### src/rtl/pgmap_pkg.sv
package pgmap_pkg;
  localparam logic [2:0] ERR_OK    = 3'd0;
  localparam logic [2:0] ERR_ALIGN = 3'd2;
  localparam logic [2:0] ERR_SIZE  = 3'd3;
  localparam logic [2:0] ERR_RANGE = 3'd4;

  localparam logic [1:0] TGT_NONE = 2'd0;

  typedef enum logic {S_IDLE, S_WRITE} ctrlState_t;

  typedef struct packed {
    logic load;
    logic init;
    logic step;
  } dpStrobe_t;
endpackage

### src/rtl/pgmap_argchk.sv
module pgmap_argchk
  import pgmap_pkg::*;
#(
  parameter int ADDR_W      = 32,
  parameter int PAGE_SHIFT  = 16,
  parameter int PAGE_KB     = 64,
  parameter int SIZE_W      = 16,
  parameter int CNT_W       = 16,
  parameter int NUM_ENTRIES = 64,
  parameter int IDX_W       = 6,
  parameter logic [ADDR_W-1:0] WIN_BASE = 32'h4000_0000
) (
  input  logic [ADDR_W-1:0] vaddr,
  input  logic [ADDR_W-1:0] paddr,
  input  logic [SIZE_W-1:0] sizeKb,
  input  logic [CNT_W-1:0]  count,
  output logic [2:0]        chkErr,
  output logic [IDX_W-1:0]  firstIdx
);
  localparam int VP_W = ADDR_W - PAGE_SHIFT;
  localparam int EW   = ((VP_W > CNT_W) ? VP_W : CNT_W) + 1;
  localparam logic [VP_W-1:0] BASE_PAGE = WIN_BASE[ADDR_W-1:PAGE_SHIFT];

  logic [VP_W-1:0] vPage;
  logic [VP_W-1:0] relPage;
  logic [EW-1:0]   endPage;
  logic            sizeBad, alignBad, rangeBad;

  always_comb begin
    vPage    = vaddr[ADDR_W-1:PAGE_SHIFT];
    relPage  = vPage - BASE_PAGE;
    endPage  = EW'(relPage) + EW'(count);
    sizeBad  = (sizeKb != SIZE_W'(PAGE_KB));
    alignBad = (vaddr[PAGE_SHIFT-1:0] != '0) || (paddr[PAGE_SHIFT-1:0] != '0);
    rangeBad = (vPage < BASE_PAGE) || (endPage > EW'(NUM_ENTRIES));
    firstIdx = relPage[IDX_W-1:0];
    if (sizeBad)       chkErr = ERR_SIZE;
    else if (alignBad) chkErr = ERR_ALIGN;
    else if (rangeBad) chkErr = ERR_RANGE;
    else               chkErr = ERR_OK;
  end
endmodule

### src/rtl/pgmap_ctrl.sv
module pgmap_ctrl
  import pgmap_pkg::*;
#(
  parameter int CNT_W = 16
) (
  input  logic             clk,
  input  logic             rstN,
  input  logic             cmdValid,
  input  logic             cmdInit,
  input  logic [CNT_W-1:0] cmdCount,
  input  logic [2:0]       chkErr,
  input  logic             lastEntry,
  output dpStrobe_t        strb,
  output logic             busy,
  output logic             done,
  output logic [2:0]       errCode
);
  ctrlState_t state;
  logic accept, argOk, countZero;

  always_comb begin
    accept    = cmdValid && (state == S_IDLE);
    argOk     = (chkErr == ERR_OK);
    countZero = (cmdCount == '0);
    strb      = '0;
    if (accept) begin
      if (cmdInit) begin
        strb.load = 1'b1;
        strb.init = 1'b1;
      end else if (argOk && !countZero) begin
        strb.load = 1'b1;
      end
    end
    if (state == S_WRITE) strb.step = 1'b1;
  end

  always_ff @(posedge clk or negedge rstN) begin
    if (!rstN) begin
      state   <= S_IDLE;
      done    <= 1'b0;
      errCode <= ERR_OK;
    end else begin
      done <= 1'b0;
      case (state)
        S_IDLE: if (accept) begin
          if (cmdInit) begin
            errCode <= ERR_OK;
            state   <= S_WRITE;
          end else if (!argOk) begin
            errCode <= chkErr;
            done    <= 1'b1;
          end else if (countZero) begin
            errCode <= ERR_OK;
            done    <= 1'b1;
          end else begin
            errCode <= ERR_OK;
            state   <= S_WRITE;
          end
        end
        S_WRITE: if (lastEntry) begin
          state <= S_IDLE;
          done  <= 1'b1;
        end
        default: state <= S_IDLE;
      endcase
    end
  end

  assign busy = (state == S_WRITE);
endmodule

### src/rtl/pgmap_dp.sv
module pgmap_dp
  import pgmap_pkg::*;
#(
  parameter int CNT_W       = 16,
  parameter int IDX_W       = 6,
  parameter int PP_W        = 16,
  parameter int NUM_ENTRIES = 64
) (
  input  logic             clk,
  input  logic             rstN,
  input  dpStrobe_t        strb,
  input  logic [IDX_W-1:0] firstIdx,
  input  logic [PP_W-1:0]  firstPage,
  input  logic [1:0]       target,
  input  logic             fixedMap,
  input  logic [CNT_W-1:0] count,
  output logic [IDX_W-1:0] curIdx,
  output logic [PP_W-1:0]  curPage,
  output logic [1:0]       curTarget,
  output logic             lastEntry
);
  logic [CNT_W-1:0] remain;
  logic             holdPage;

  always_ff @(posedge clk or negedge rstN) begin
    if (!rstN) begin
      curIdx    <= '0;
      curPage   <= '1;
      curTarget <= TGT_NONE;
      holdPage  <= 1'b0;
      remain    <= '0;
    end else if (strb.load) begin
      curIdx    <= strb.init ? '0 : firstIdx;
      curPage   <= strb.init ? '1 : firstPage;
      curTarget <= strb.init ? TGT_NONE : target;
      holdPage  <= strb.init ? 1'b1 : fixedMap;
      remain    <= strb.init ? CNT_W'(NUM_ENTRIES) : count;
    end else if (strb.step) begin
      curIdx  <= curIdx + 1'b1;
      curPage <= holdPage ? curPage : curPage + 1'b1;
      remain  <= remain - 1'b1;
    end
  end

  assign lastEntry = (remain == CNT_W'(1));
endmodule

### src/rtl/pgmap_prog.sv
module pgmap_prog
  import pgmap_pkg::*;
#(
  parameter int ADDR_W      = 32,
  parameter int PAGE_KB     = 64,
  parameter int SIZE_W      = 16,
  parameter int CNT_W       = 16,
  parameter int NUM_ENTRIES = 64,
  parameter logic [ADDR_W-1:0] WIN_BASE = 32'h4000_0000,
  localparam int PAGE_SHIFT = $clog2(PAGE_KB * 1024),
  localparam int PP_W       = ADDR_W - PAGE_SHIFT,
  localparam int IDX_W      = $clog2(NUM_ENTRIES)
) (
  input  logic              clk,
  input  logic              rstN,
  input  logic              cmdValid,
  input  logic              cmdInit,
  input  logic [1:0]        cmdTarget,
  input  logic [ADDR_W-1:0] cmdVaddr,
  input  logic [ADDR_W-1:0] cmdPaddr,
  input  logic [SIZE_W-1:0] cmdSizeKb,
  input  logic [CNT_W-1:0]  cmdCount,
  input  logic              cmdFixed,
  output logic              busy,
  output logic              done,
  output logic [2:0]        errCode,
  output logic              tblWe,
  output logic [IDX_W-1:0]  tblIdx,
  output logic [PP_W-1:0]   tblPage,
  output logic [1:0]        tblTarget
);
  logic [2:0]       chkErr;
  logic [IDX_W-1:0] firstIdx;
  logic             lastEntry;
  dpStrobe_t        strb;

  pgmap_argchk #(
    .ADDR_W(ADDR_W), .PAGE_SHIFT(PAGE_SHIFT), .PAGE_KB(PAGE_KB),
    .SIZE_W(SIZE_W), .CNT_W(CNT_W), .NUM_ENTRIES(NUM_ENTRIES),
    .IDX_W(IDX_W), .WIN_BASE(WIN_BASE)
  ) chk_i (
    .vaddr(cmdVaddr), .paddr(cmdPaddr), .sizeKb(cmdSizeKb),
    .count(cmdCount), .chkErr(chkErr), .firstIdx(firstIdx)
  );

  pgmap_ctrl #(.CNT_W(CNT_W)) ctrl_i (
    .clk(clk), .rstN(rstN), .cmdValid(cmdValid), .cmdInit(cmdInit),
    .cmdCount(cmdCount), .chkErr(chkErr), .lastEntry(lastEntry),
    .strb(strb), .busy(busy), .done(done), .errCode(errCode)
  );

  pgmap_dp #(
    .CNT_W(CNT_W), .IDX_W(IDX_W), .PP_W(PP_W), .NUM_ENTRIES(NUM_ENTRIES)
  ) dp_i (
    .clk(clk), .rstN(rstN), .strb(strb), .firstIdx(firstIdx),
    .firstPage(cmdPaddr[ADDR_W-1:PAGE_SHIFT]), .target(cmdTarget),
    .fixedMap(cmdFixed), .count(cmdCount), .curIdx(tblIdx),
    .curPage(tblPage), .curTarget(tblTarget), .lastEntry(lastEntry)
  );

  assign tblWe = strb.step;
endmodule

### config.mk
export PLATFORM = sky130hd
export DESIGN_NAME = pgmap_prog
export DESIGN_NICKNAME = d
export VERILOG_FILES = /design/src/rtl/pgmap_pkg.sv /design/src/rtl/pgmap_argchk.sv /design/src/rtl/pgmap_ctrl.sv /design/src/rtl/pgmap_dp.sv /design/src/rtl/pgmap_prog.sv
export SDC_FILE = /design/constraint.sdc
export NUM_CORES = 1
export LEC_CHECK = 0
export BUFFER_PORTS_ARGS = -buffer_cell sky130_fd_sc_hd__buf_2
export CORE_UTILIZATION = 40
export CTS_CLUSTER_DIAMETER = 100
export CTS_CLUSTER_SIZE = 25
export DETAILED_ROUTE_END_ITERATION = 8
export PLACE_DENSITY = 0.74
export SLEW_MARGIN = 20
export SYNTH_ARGS = -nofsm -noshare
export SYNTH_HDL_FRONTEND = slang
export SYNTH_SLANG_ARGS = --single-unit
### constraint.sdc
create_clock -name clk -period 6.1 [get_ports clk]
set_clock_uncertainty 0.1 [all_clocks]
set_input_delay 1.525 -clock clk [delete_from_list [all_inputs] [get_ports clk]]
set_output_delay 1.525 -clock clk [all_outputs]
set_load 0.01 [all_outputs]
# Yosys cells after proc, flatten, opt, wreduce, memory -nomap -nowiden
# Cells that the tools add are included.
# op_classes
n_lt_le_gt_ge	2
n_bitwise	1
add_sub_neg	5
reduce_logical	12
mux	34
n_eq_ne	3
# ops
operator	count
$mux 16	7
$reduce_bool 16->1	2
$mux 6	3
$add 16x16->17	1
$gt 17x7->1 const B	1
$add 16x1->16 const B	1
$eq 16x1->1 const B	1
$logic_not 16->1	1
$lt 16x15->1 const B	1
$ne 16x7->1 const B	1
$sub 16x1->16 const B	1
$sub 16x15->16 const B	1
$mux 1	15
$mux 3	5
$add 6x1->6 const B	1
$mux 2	2
$pmux 1 s2	2
$reduce_and 2->1	2
$logic_not 3->1	1
$logic_and 1x1->1	2
$logic_or 1x1->1	2
$ne 2x2->1 const B	1
$reduce_bool 2->1	1
$logic_not 1->1	1
$not 1->1	1
# word_totals
word_cells	65
ff_bits	46
out_inout_bits	30
in_bits	103

# Longest topological paths before layout
# Gate-level depths: netlist of run 1.
# logic_depth
depth_word	14
mapped_depth	13
ltp_nobuf	11

# By module
# From an unflattened synthesis of run 1, not the netlist that was laid out.
# unflattened
cells_unflattened	411
hier_area_um2	3593.4
# by_module_without_submodules
mod	area_per_inst_um2	cells_each	seq_area_each_um2	n_inst
pgmap_dp	2279.7	233	1046.0	1
pgmap_argchk	1028.5	148	0.0	1
pgmap_ctrl	285.3	30	125.1	1

# Least setup slack after synthesis of run 1
# No wires, ideal clock.
# synth_timing
path_kind	input -> register
startpoint	input port cmdVaddr[16]
endpoint	register dp_i.remain[9]
path_buffers	1
required_ns	5.935
slack_ns	1.756
setup_ns	0.065
path_stages	12
arrival_time_ns	4.179
path_cell_list	ha_1 > fa_1 > a21oi_1 > o22ai_2 > o2111ai_1 > nand3_1 > a311oi_2 > nand4_2 > nor4_4 > buf_6 > o2bb2ai_2 > o211a_1
# synth_via
elab_chain_len	13
elab_cells_between_ends	15
cone_classes	2 x add/sub; 2 x order compare; 7 x mux; 4 x reduce/logical
# synth_rtl
element	line	rtl
start, declared	pgmap_prog.sv:19	input logic [ADDR_W-1:0] cmdVaddr,
$sub 16x15->16	pgmap_argchk.sv:31	relPage = vPage - BASE_PAGE;
$add 16x16->17	pgmap_argchk.sv:32	endPage = EW'(relPage) + EW'(count);
$gt 17x7->1	pgmap_argchk.sv:35	rangeBad = (vPage < BASE_PAGE) || (endPage > EW'(NUM_ENTRIES));
$logic_or 1x1->1 *	pgmap_argchk.sv:35	
$mux 3 *	pgmap_argchk.sv:39	else if (rangeBad) chkErr = ERR_RANGE;
$mux 3 *	pgmap_argchk.sv:38	else if (alignBad) chkErr = ERR_ALIGN;
$mux 3 *	pgmap_argchk.sv:37	if (sizeBad) chkErr = ERR_SIZE;
$logic_not 3->1 *	pgmap_ctrl.sv:23	argOk = (chkErr == ERR_OK);
$logic_and 1x1->1 *	pgmap_ctrl.sv:30	end else if (argOk && !countZero) begin
$mux 1 *	pgmap_ctrl.sv:30	
$mux 1 *	pgmap_ctrl.sv:27	if (cmdInit) begin
$mux 2 *	pgmap_ctrl.sv:26	if (accept) begin
$mux 16 / $reduce_bool 2->1 (equally long branches)	n/a	
end signal, assigned	pgmap_dp.sv:37	remain <= strb.init ? CNT_W'(NUM_ENTRIES) : count;
end signal, assigned	pgmap_dp.sv:41	remain <= remain - 1'b1;
end, declared	pgmap_dp.sv:22	logic [CNT_W-1:0] remain;
# Mark *: on every way between the ends. The rest lies on a longest branch, timed or not.
# A chain may end at the register's enable or synchronous reset.

# Worst setup path in the final report of run 1
# layout_timing
startpoint	input port cmdCount[0]
endpoint	register dp_i.remain[7]
# layout_via
elab_chain_len	12
elab_cells_between_ends	15
cone_classes	1 x add/sub; 1 x order compare; 7 x mux; 6 x reduce/logical
# layout_rtl
element	line	rtl
start, declared	pgmap_prog.sv:22	input logic [CNT_W-1:0] cmdCount,
$add 16x16->17	pgmap_argchk.sv:32	
$gt 17x7->1	pgmap_argchk.sv:35	
$logic_or 1x1->1	pgmap_argchk.sv:35	
$mux 3	pgmap_argchk.sv:39	
$mux 3	pgmap_argchk.sv:38	
$mux 3	pgmap_argchk.sv:37	
$logic_not 3->1	pgmap_ctrl.sv:23	
$logic_and 1x1->1 *	pgmap_ctrl.sv:30	
$mux 1 *	pgmap_ctrl.sv:30	
$mux 1 *	pgmap_ctrl.sv:27	
$mux 2 *	pgmap_ctrl.sv:26	
$mux 16 / $reduce_bool 2->1 (equally long branches)	n/a	
# Marked as above.

==> results of run 1 <==
## power by group
part | internal (mW) | switching (mW)
sequential | 0.474 | 0.146
clock | 0.121 | 0.107
combinational | 0.369 | 0.438
## synth_stat cells, drive strengths merged, types with 4 or more instances
master    n
o211ai    4
and3     10
a311oi    7
nand2    27
dfrtp    30
nor4     18
inv      15
a21oi    33
a31oi     6
o21a      4
xnor2    10
nor3b     6
o21ai    16
nor2b     4
clkbuf    7
dfstp    16
nand3    13
ha       21
nor2     54
a211oi    8
buf      11
nor3     18
xor2     12
a2bb2oi   9
mux2i     7
nand4    14
a21o      8
## routing by layer
| metal | GRT usage [%] | wire, µm | up-vias |
|---|---|---|---|
| li1 | - | - | 1920 |
| met1 | 28.6 | 4850 | 1880 |
| met2 | 37.5 | 5230 | 157 |
| met3 | 3.19 | 671 | 20 |
| met4 | 7.58 | 265 | 0 |
| met5 | 0 | 0 | - |
## critical path, delay by kind of cell
family | cells | cell delay [ns]
AO/OA/AOI/OAI | 6 | 1.44
AND/OR/NAND/NOR | 3 | 1.25
adder cells (fa/ha/maj) | 2 | 0.68
buffers and inverters | 1 | 0.12
## final timing paths
check | from | to | slack, ns | depth (start not counted)
setup / recovery | cmdCount[0] | dp_i.remain[7] | 1.18 | 12
hold / removal | ctrl_i.errCode[2] | ctrl_i.errCode[2] | 0.40 | 2
setup reg to reg | ctrl_i.busy | dp_i.remain[14] | 3.33 | 7
hold reg to reg | ctrl_i.errCode[2] | ctrl_i.errCode[2] | 0.40 | 2
max in group asynchronous | rstN | dp_i.holdPage | 4.28 | 2
min in group asynchronous | rstN | dp_i.curIdx[0] | 1.22 | 2
## flip-flops by register name, summed over array words and instances (netlist names)
signal / flops
dp_i.curIdx: 6
dp_i.curTarget: 2
dp_i.curPage: 16
dp_i.remain: 16
ctrl_i.busy: 1
ctrl_i.errCode: 3
ctrl_i.done: 1
dp_i.holdPage: 1
## cell type report
cell class,instances,area share [%]
multi-input cells,359,52.8
flip-flops and latches,46,25.4
repair buffers,136,15.3
well taps,108,2.93
clock buffers,5,1.49
inverters,15,1.22
clock inverters,3,0.869
## logic make-up after synthesis
logic type / Yosys count / synth area share (%)
AOI/OAI and AO/OA: 129 / 25.1
adders and majority gates: 22 / 7.54
and+or+nand+nor: 178 / 24.6
xor gates and xnor gates: 22 / 5.14
buffers and inverters: 33 / 4.20
muxes: 8 / 2.17
DFF: 46 / 31.2
## stage by stage
| step | cell area [µm²] | hold WS, ns |
|---|---|---|
| 6_report | 4610 | 0.401 |
| 5_1_grt | 4610 | 0.431 |
| 4_1_cts | 4610 | 0.411 |
| 3_5_place_dp | 4500 | 0.390 |
| 3_3_place_gp | 4500 | 0.392 |
| 2_1_floorplan | 3750 | 0.383 |
==> flow_summary_export.csv, run 1 <==
group,metric,value,unit
clock_network,cts_max_path_buffers,2,
yosys,async_reset_ff_share,100,%
sta,period_share,80.6,%
routing,route.detailed.drc,0,
yosys,yosys_register_bits,46,
sta,max_freq,203,MHz
die,fp.dieArea,9770,µm²
sta,max_slew_margin,32.9,%
placement,dp.cells,664,
yosys,ys_warn_count,0,
global_routing,grt_pass1_vias,3744,
final_layout,area_delta_synth_final,22.8,%
routing,totalWireLength,11.0,mm
sta,setup-violations-final,0,
die,core,8890,µm²
worst_setup_path,cp-start-kind,"input port",
routing,drtPass1Iterations,5,
min_path,worstHoldPathType,"flip-flop to flip-flop",
routing,drtAntennaViolNets,0,
worst_setup_path,worst_ep_required_time,6.20,ns
yosys,synth.distinct_cells,70,
clock_network,cts-htree-levels,2,
routing,viasPerCell,5.92,
routing,num_vias,3977,
final_layout,final_cell_mix,"132 x buf_2, 54 x nor2_1, 32 x a21oi_1, 30 x dfrtp_1, 27 x nand2_1",
placement,dp_hpwl,8.52,mm
yosys,syn_inst,438,
final_layout,layout.nets,688,
power,ir_worst_vdd,0.173,mV
die,start_util,42.2,%
die,num_rows,34,
placement,portBuffers,132,
global_routing,grt_use_total,22.1,%
global_routing,grt_max_degree,47,
yosys,synth_top_area_share,20.0,%
yosys,syn_nets,563,
final_layout,multi_input_area,2430,µm²
worst_setup_path,crit_type,"input port to flip-flop",
power,p_per_area,359,nW/µm²
yosys,synth_area_per_cell,8.56,µm²
flow_run,cap_violations,0,
placement,post-place-ws,0.901,ns
worst_setup_path,cpMaxStageDelayCell,"nor4_4",
yosys,syn_area,3750,µm²
worst_setup_path,cp_cell_sequence,"buf_2, ha_1, fa_1, a21oi_1, o22ai_2, o2111ai_1, nand3_1, a311oi_2, nand4_2, nor4_4, a2bb2oi_1, a311oi_1",
global_routing,grt_pass1_wl,17.5,mm
final_layout,finalNonFillerCells,672,
clock_network,cts-resized-gates,0,
sta,min_period,4.92,ns
clock_network,numCtsBuffers,5,
final_layout,drive_gt1_share,31.0,%
routing,wl_per_cell,16.4,µm
yosys,yosys.area.top_type,"dfrtp_1",
power,total_power,1.65,mW
routing,drt_iter0_drc,216,
clock_network,cts_setup_buffers,0,
worst_setup_path,end_kind,"flip-flop",
final_layout,insertedDiodeCount,0,
yosys,synthTopCellsByArea,"dfrtp_1 20%, dfstp_2 11%, ha_1 7.0%",
final_layout,post-route-util,51.8,%
final_layout,layout_commonest_cell,"buf_2",
power,leakagePower,2.11,nW
sta,tns,0,ns
clock_network,cts.sinks,46,
sta,slew_violations,0,
clock_network,clk_latency,0.30,ns
status,status,"completed",
global_routing,grt-ovfl-total,0,
sta,hold_viol,0,
yosys,synth-edff-count,0,
yosys,synth_ff_type,"dfrtp_1",
clock_network,cts_root_buffer,"clkbuf_8",
worst_setup_path,slowest_delay,0.90,ns
placement,place_congestion,0.883,
worst_setup_path,critPathArrivalTime,5.02,ns
final_layout,regArea,1170,µm²
die,die_h,98.8,µm
clock_network,clk_pin_slew_worst_paths,0.09,ns
global_routing,antenna_found_initial,0,
final_layout,n_fill_cell,815,
die,num_io_pins,133,
clock_network,cts_tree,"yes",
sta,rsz0062_at_grt,"no",
sta,setup_ws,1.18,ns
worst_setup_path,cp_max_fo,17,
clock_network,cts_hold_buf,0,
sta,max_slew.worst_pin.slew,0.999,ns
die,die_width,98.8,µm
yosys,synth_seq_area_share,31.2,%
Note: power is estimated with default switching activity, not from simulation.
==> run 2, diff against run 1 <==
- PLACE_DENSITY: 0.74 -> 0.77
- clock period: 6.1 -> 4.26 ns (I/O delays scaled with it)
==> flow_summary_export.csv, run 2 (synthesized netlist as in run 1, its figures left out) <==
group,metric,value,unit
global_routing,grt_use_total,22.6,%
routing,totalWireLength,11.0,mm
routing,num_vias,3942,
global_routing,grt_max_degree,47,
die,fp.dieArea,9770,µm²
worst_setup_path,crit_type,"input port to flip-flop",
sta,tns,0,ns
sta,setup-violations-final,0,
placement,dp.cells,665,
placement,place_congestion,0.903,
die,die_width,98.8,µm
routing,wl_per_cell,16.3,µm
die,start_util,42.2,%
final_layout,layout.nets,689,
final_layout,area_delta_synth_final,23.1,%
sta,period_share,92.5,%
worst_setup_path,cp-start-kind,"input port",
sta,slew_violations,0,
power,ir_worst_vdd,0.189,mV
worst_setup_path,cpMostUsedCell,"nand3_1",
global_routing,globalRouteMet2Util,36.8,%
final_layout,finalNonFillerCells,673,
global_routing,grt_pass1_wl,18.0,mm
power,leakagePower,2.11,nW
sta,max_slew_margin,51.1,%
worst_setup_path,cp_max_fo,12,
global_routing,grt-ovfl-total,0,
final_layout,post-route-util,52.0,%
worst_setup_path,worst_ep_required_time,4.39,ns
clock_network,clk_latency,0.30,ns
global_routing,grt_most_used_layer,"met2",
placement,dp_hpwl,8.47,mm
global_routing,grt_pass1_vias,3781,
worst_setup_path,cp_cell_sequence,"buf_2, ha_1, fa_1, a21oi_1, o22ai_2, o2111ai_1, nand3_1, a311oi_2, nand4_1, or2_2, nand3_1, a2bb2oi_1",
final_layout,final_cell_mix,"131 x buf_2, 54 x nor2_1, 32 x a21oi_1, 30 x dfrtp_1, 27 x nand2_1",
clock_network,cts_root_buffer,"clkbuf_8",
clock_network,cts_setup_buffers,0,
sta,hold_viol,0,
clock_network,cts.sinks,46,
global_routing,antenna_found_initial,0,
worst_setup_path,slowest_delay,0.45,ns
clock_network,cts_max_path_buffers,2,
sta,max_slew.worst_pin.slew,0.734,ns
final_layout,drive_gt1_share,31.0,%
power,p_per_area,501,nW/µm²
global_routing,gr-usage-met1,30.3,%
clock_network,clk_pin_slew_worst_paths,0.09,ns
sta,setup_ws,0.320,ns
routing,viasPerCell,5.86,
final_layout,insertedDiodeCount,0,
routing,drtAntennaViolNets,0,
final_layout,layout_commonest_cell,"buf_2",
clock_network,cts_tree,"yes",
worst_setup_path,end_kind,"flip-flop",
die,num_io_pins,133,
sta,max_freq,254,MHz
placement,post-place-ws,0.0441,ns
routing,drtPass1Iterations,5,
sta,rsz0062_at_grt,"no",
clock_network,cts_hold_buf,0,
flow_run,cap_violations,0,
sta,min_period,3.94,ns
worst_setup_path,critPathArrivalTime,4.07,ns
die,die_h,98.8,µm
placement,portBuffers,132,
routing,drt_iter0_drc,195,
clock_network,cts-htree-levels,2,
worst_setup_path,cpMaxStageDelayCell,"or2_2",
min_path,worstHoldPathType,"flip-flop to flip-flop",
final_layout,top_regs,"dp_i.curPage (16), dp_i.remain (16), dp_i.curIdx (6)",
global_routing,grtUsageMet3,3.97,%
sta,fin_worst_hold_slack,0.393,ns
routing,route.detailed.drc,0,
status,status,"completed",
clock_network,numCtsBuffers,5,
clock_network,cts-resized-gates,0,
die,core,8890,µm²
die,num_rows,34,
-- run 2: final cells by class --
class | instances | area, µm²
Clock buffer | 5 | 68.8
Fill cell | 834 | 4270
Inverter | 15 | 56.3
Tap cell | 108 | 135
Timing Repair Buffer | 137 | 738
Clock inverter | 3 | 16.3
Sequential cell | 46 | 1170
Multi-Input combinational cell | 359 | 2430
-- run 2: final timing paths --
check | start | end | slack (ns) | depth (start not counted)
max | cmdVaddr[16] | dp_i.curIdx[0] | 0.32 | 12
min | ctrl_i.errCode[2] | ctrl_i.errCode[2] | 0.39 | 2
max reg2reg | ctrl_i.busy | dp_i.curPage[13] | 1.72 | 9
min reg2reg | ctrl_i.errCode[2] | ctrl_i.errCode[2] | 0.39 | 2
max in group asynchronous | rstN | dp_i.remain[10] | 2.98 | 1
min in group asynchronous | rstN | dp_i.remain[14] | 0.66 | 1
-- run 2: metal layers --
layer  vias to the layer above  part of all wire (%)  wire length, µm
met4                         0                   2.4              266
met3                        25                   5.9              651
met2                       141                    47             5100
met5                         -                     0                0
li1                       1915                     -                -
met1                      1861                    45             4940
-- run 2: worst max-delay path, delay by kind of cell --
family                     cells  cell delay, ns
AOI/OAI and AO/OA              5            1.19
adders and majority gates      2            0.63
buffers and inverters          1            0.11
and+or+nand+nor                4            1.06
-- run 2: where the power goes --
| part | internal, mW | switching [mW] |
|---|---|---|
| Combinational | 0.534 | 0.621 |
| Sequential | 0.679 | 0.218 |
| Clock | 0.113 | 0.151 |
-- run 2: per-stage QoR --
step	power [mW]	instance area (µm²)
6_report	2.31	4620
5_1_grt	2.51	4620
4_1_cts	2.32	4620
3_5_place_dp	2.05	4530
3_3_place_gp	2.00	4530
2_1_floorplan	1.67	3750
==> run 3, diff against run 2 <==
- CORE_ASPECT_RATIO: not set -> 1.75
==> flow_summary_export.csv, run 3 (synthesized netlist as in run 1, its figures left out) <==
group,metric,value,unit
power,p_per_area,521,nW/µm²
routing,drtAntennaViolNets,0,
global_routing,grt_pass1_wl,17.8,mm
routing,drtPass1Iterations,4,
clock_network,clk_latency,0.29,ns
global_routing,grt_use_total,24.1,%
worst_setup_path,worstSetupEndpoint,"dp_i.curIdx[0]",
clock_network,cts-resized-gates,0,
routing,route.detailed.drc,0,
sta,period_share,93.8,%
die,die_width,75.2,µm
routing,wl_per_cell,16.9,µm
placement,place_congestion,0.941,
die,num_io_pins,133,
sta,setup-violations-final,0,
global_routing,antenna_found_initial,0,
sta,max_freq,250,MHz
worst_setup_path,cp-start-kind,"input port",
final_layout,insertedDiodeCount,0,
flow_run,cap_violations,0,
status,status,"completed",
final_layout,layout.nets,692,
placement,portBuffers,132,
die,core,9090,µm²
worst_setup_path,end_kind,"flip-flop",
worst_setup_path,cp_max_fo,12,
routing,totalWireLength,11.6,mm
sta,min_period,4.00,ns
final_layout,layout_commonest_cell,"buf_2",
worst_setup_path,critPathArrivalTime,4.10,ns
sta,tns,0,ns
die,fp.dieArea,9780,µm²
clock_network,cts_hold_buf,0,
final_layout,final_cell_mix,"131 x buf_2, 54 x nor2_1, 32 x a21oi_1, 30 x dfrtp_1, 27 x nand2_1",
clock_network,cts_tree,"yes",
sta,max_slew.worst_pin.slew,0.692,ns
worst_setup_path,worst_ep_required_time,4.37,ns
sta,hold_viol,0,
routing,drt_iter0_drc,238,
clock_network,cts_setup_buffers,0,
die,num_rows,46,
sta,max_slew_margin,53.9,%
clock_network,clk_pin_slew_worst_paths,0.06,ns
clock_network,cts_max_path_buffers,2,
sta,rsz0062_at_grt,"no",
power,ir_worst_vdd,0.295,mV
die,die_h,130,µm
global_routing,grt-ovfl-total,0,
worst_setup_path,reg2reg_depth,7,
worst_setup_path,r2r_setup_slack,1.78,ns
min_path,worstHoldPathType,"flip-flop to flip-flop",
clock_network,numCtsBuffers,5,
worst_setup_path,crit_type,"input port to flip-flop",
worst_setup_path,cp-startpoint,"cmdVaddr[16]",
placement,dp_hpwl,9.35,mm
power,leakagePower,2.15,nW
clock_network,cts.sinks,46,
global_routing,grt_pass1_vias,3765,
clock_network,cts_root_buffer,"clkbuf_16",
final_layout,top_regs,"dp_i.curPage (16), dp_i.remain (16), dp_i.curIdx (6)",
min_path,worstHoldPathCells,2,
routing,viasPerCell,5.80,
worst_setup_path,reg2reg_to,"dp_i.curIdx[0]",
clock_network,cts-htree-levels,2,
worst_setup_path,rr_startpoint,"ctrl_i.busy",
final_layout,area_delta_synth_final,25.5,%
global_routing,grt_max_degree,47,
routing,num_vias,3991,
die,start_util,41.2,%
final_layout,drive_gt1_share,31.3,%
final_layout,post-route-util,51.8,%
sta,slew_violations,0,
-- run 3: cell count changes in the layout (fill, tap and decap cells not counted), sizes merged --
cell,previous run,this run
buf,137,140
clkbuf,5,7
clkinv,2,1
clkinvlp,1,0
-- run 3: critical path, stage by stage --
cell and delay [ns]:
buf_2 0.11, ha_1 0.23, fa_1 0.44, a21oi_1 0.20
o22ai_2 0.12, o2111ai_1 0.30, nand3_1 0.15, a311oi_2 0.35
nand4_1 0.22, or2_2 0.45, nand3_1 0.26, a2bb2oi_1 0.20
-- run 3: final cells by class --
type | instances | area, µm²
fill | 905 | 4390
clock buffer | 7 | 143
inverter | 15 | 56.3
sequential | 46 | 1170
tap | 120 | 150
multi-input combinational | 359 | 2430
clock inverter | 1 | 5.00
timing repair buffer | 140 | 748
-- run 3: how the worst min path moves through the flow --
stage                 startpoint                end  slack, ns
3_5_place_dp   ctrl_i.errCode[2]  ctrl_i.errCode[2]       0.36
4_1_cts        ctrl_i.errCode[2]  ctrl_i.errCode[2]       0.37
6_report       ctrl_i.errCode[2]  ctrl_i.errCode[2]       0.37
2_1_floorplan     dp_i.remain[6]     dp_i.remain[6]       0.38
3_3_place_gp   ctrl_i.errCode[2]  ctrl_i.errCode[2]       0.36
5_1_grt        ctrl_i.errCode[2]  ctrl_i.errCode[2]       0.42
-- run 3: metrics by stage --
stage,hold WS [ns],area (µm²),setup WS (ns),power (mW),cells
6_report,0.368,4710,0.264,2.45,688
5_1_grt,0.415,4710,0.0261,2.63,688
3_3_place_gp,0.356,4560,0.0888,2.01,680
2_1_floorplan,0.383,3750,0.376,1.67,438
4_1_cts,0.375,4700,0.271,2.46,688
3_5_place_dp,0.361,4560,-0.0346,2.06,680
-- run 3: report_power, final --
part / leakage [nW] / total (mW) / switching [mW] / internal (mW)
Clock: 0.0739 / 0.394 / 0.162 / 0.233
Combinational: 1.53 / 1.17 / 0.632 / 0.535
Sequential: 0.545 / 0.889 / 0.210 / 0.679
Total: 2.15 / 2.45 / 1.00 / 1.45
-- run 3: per-layer routing --
metal,GRT usage [%],wire length (µm),vias up
met3,3.17,504,37
li1,-,-,1925
met5,0,0,-
met4,15.4,505,0
met2,43.5,6480,143
met1,25.4,4130,1886
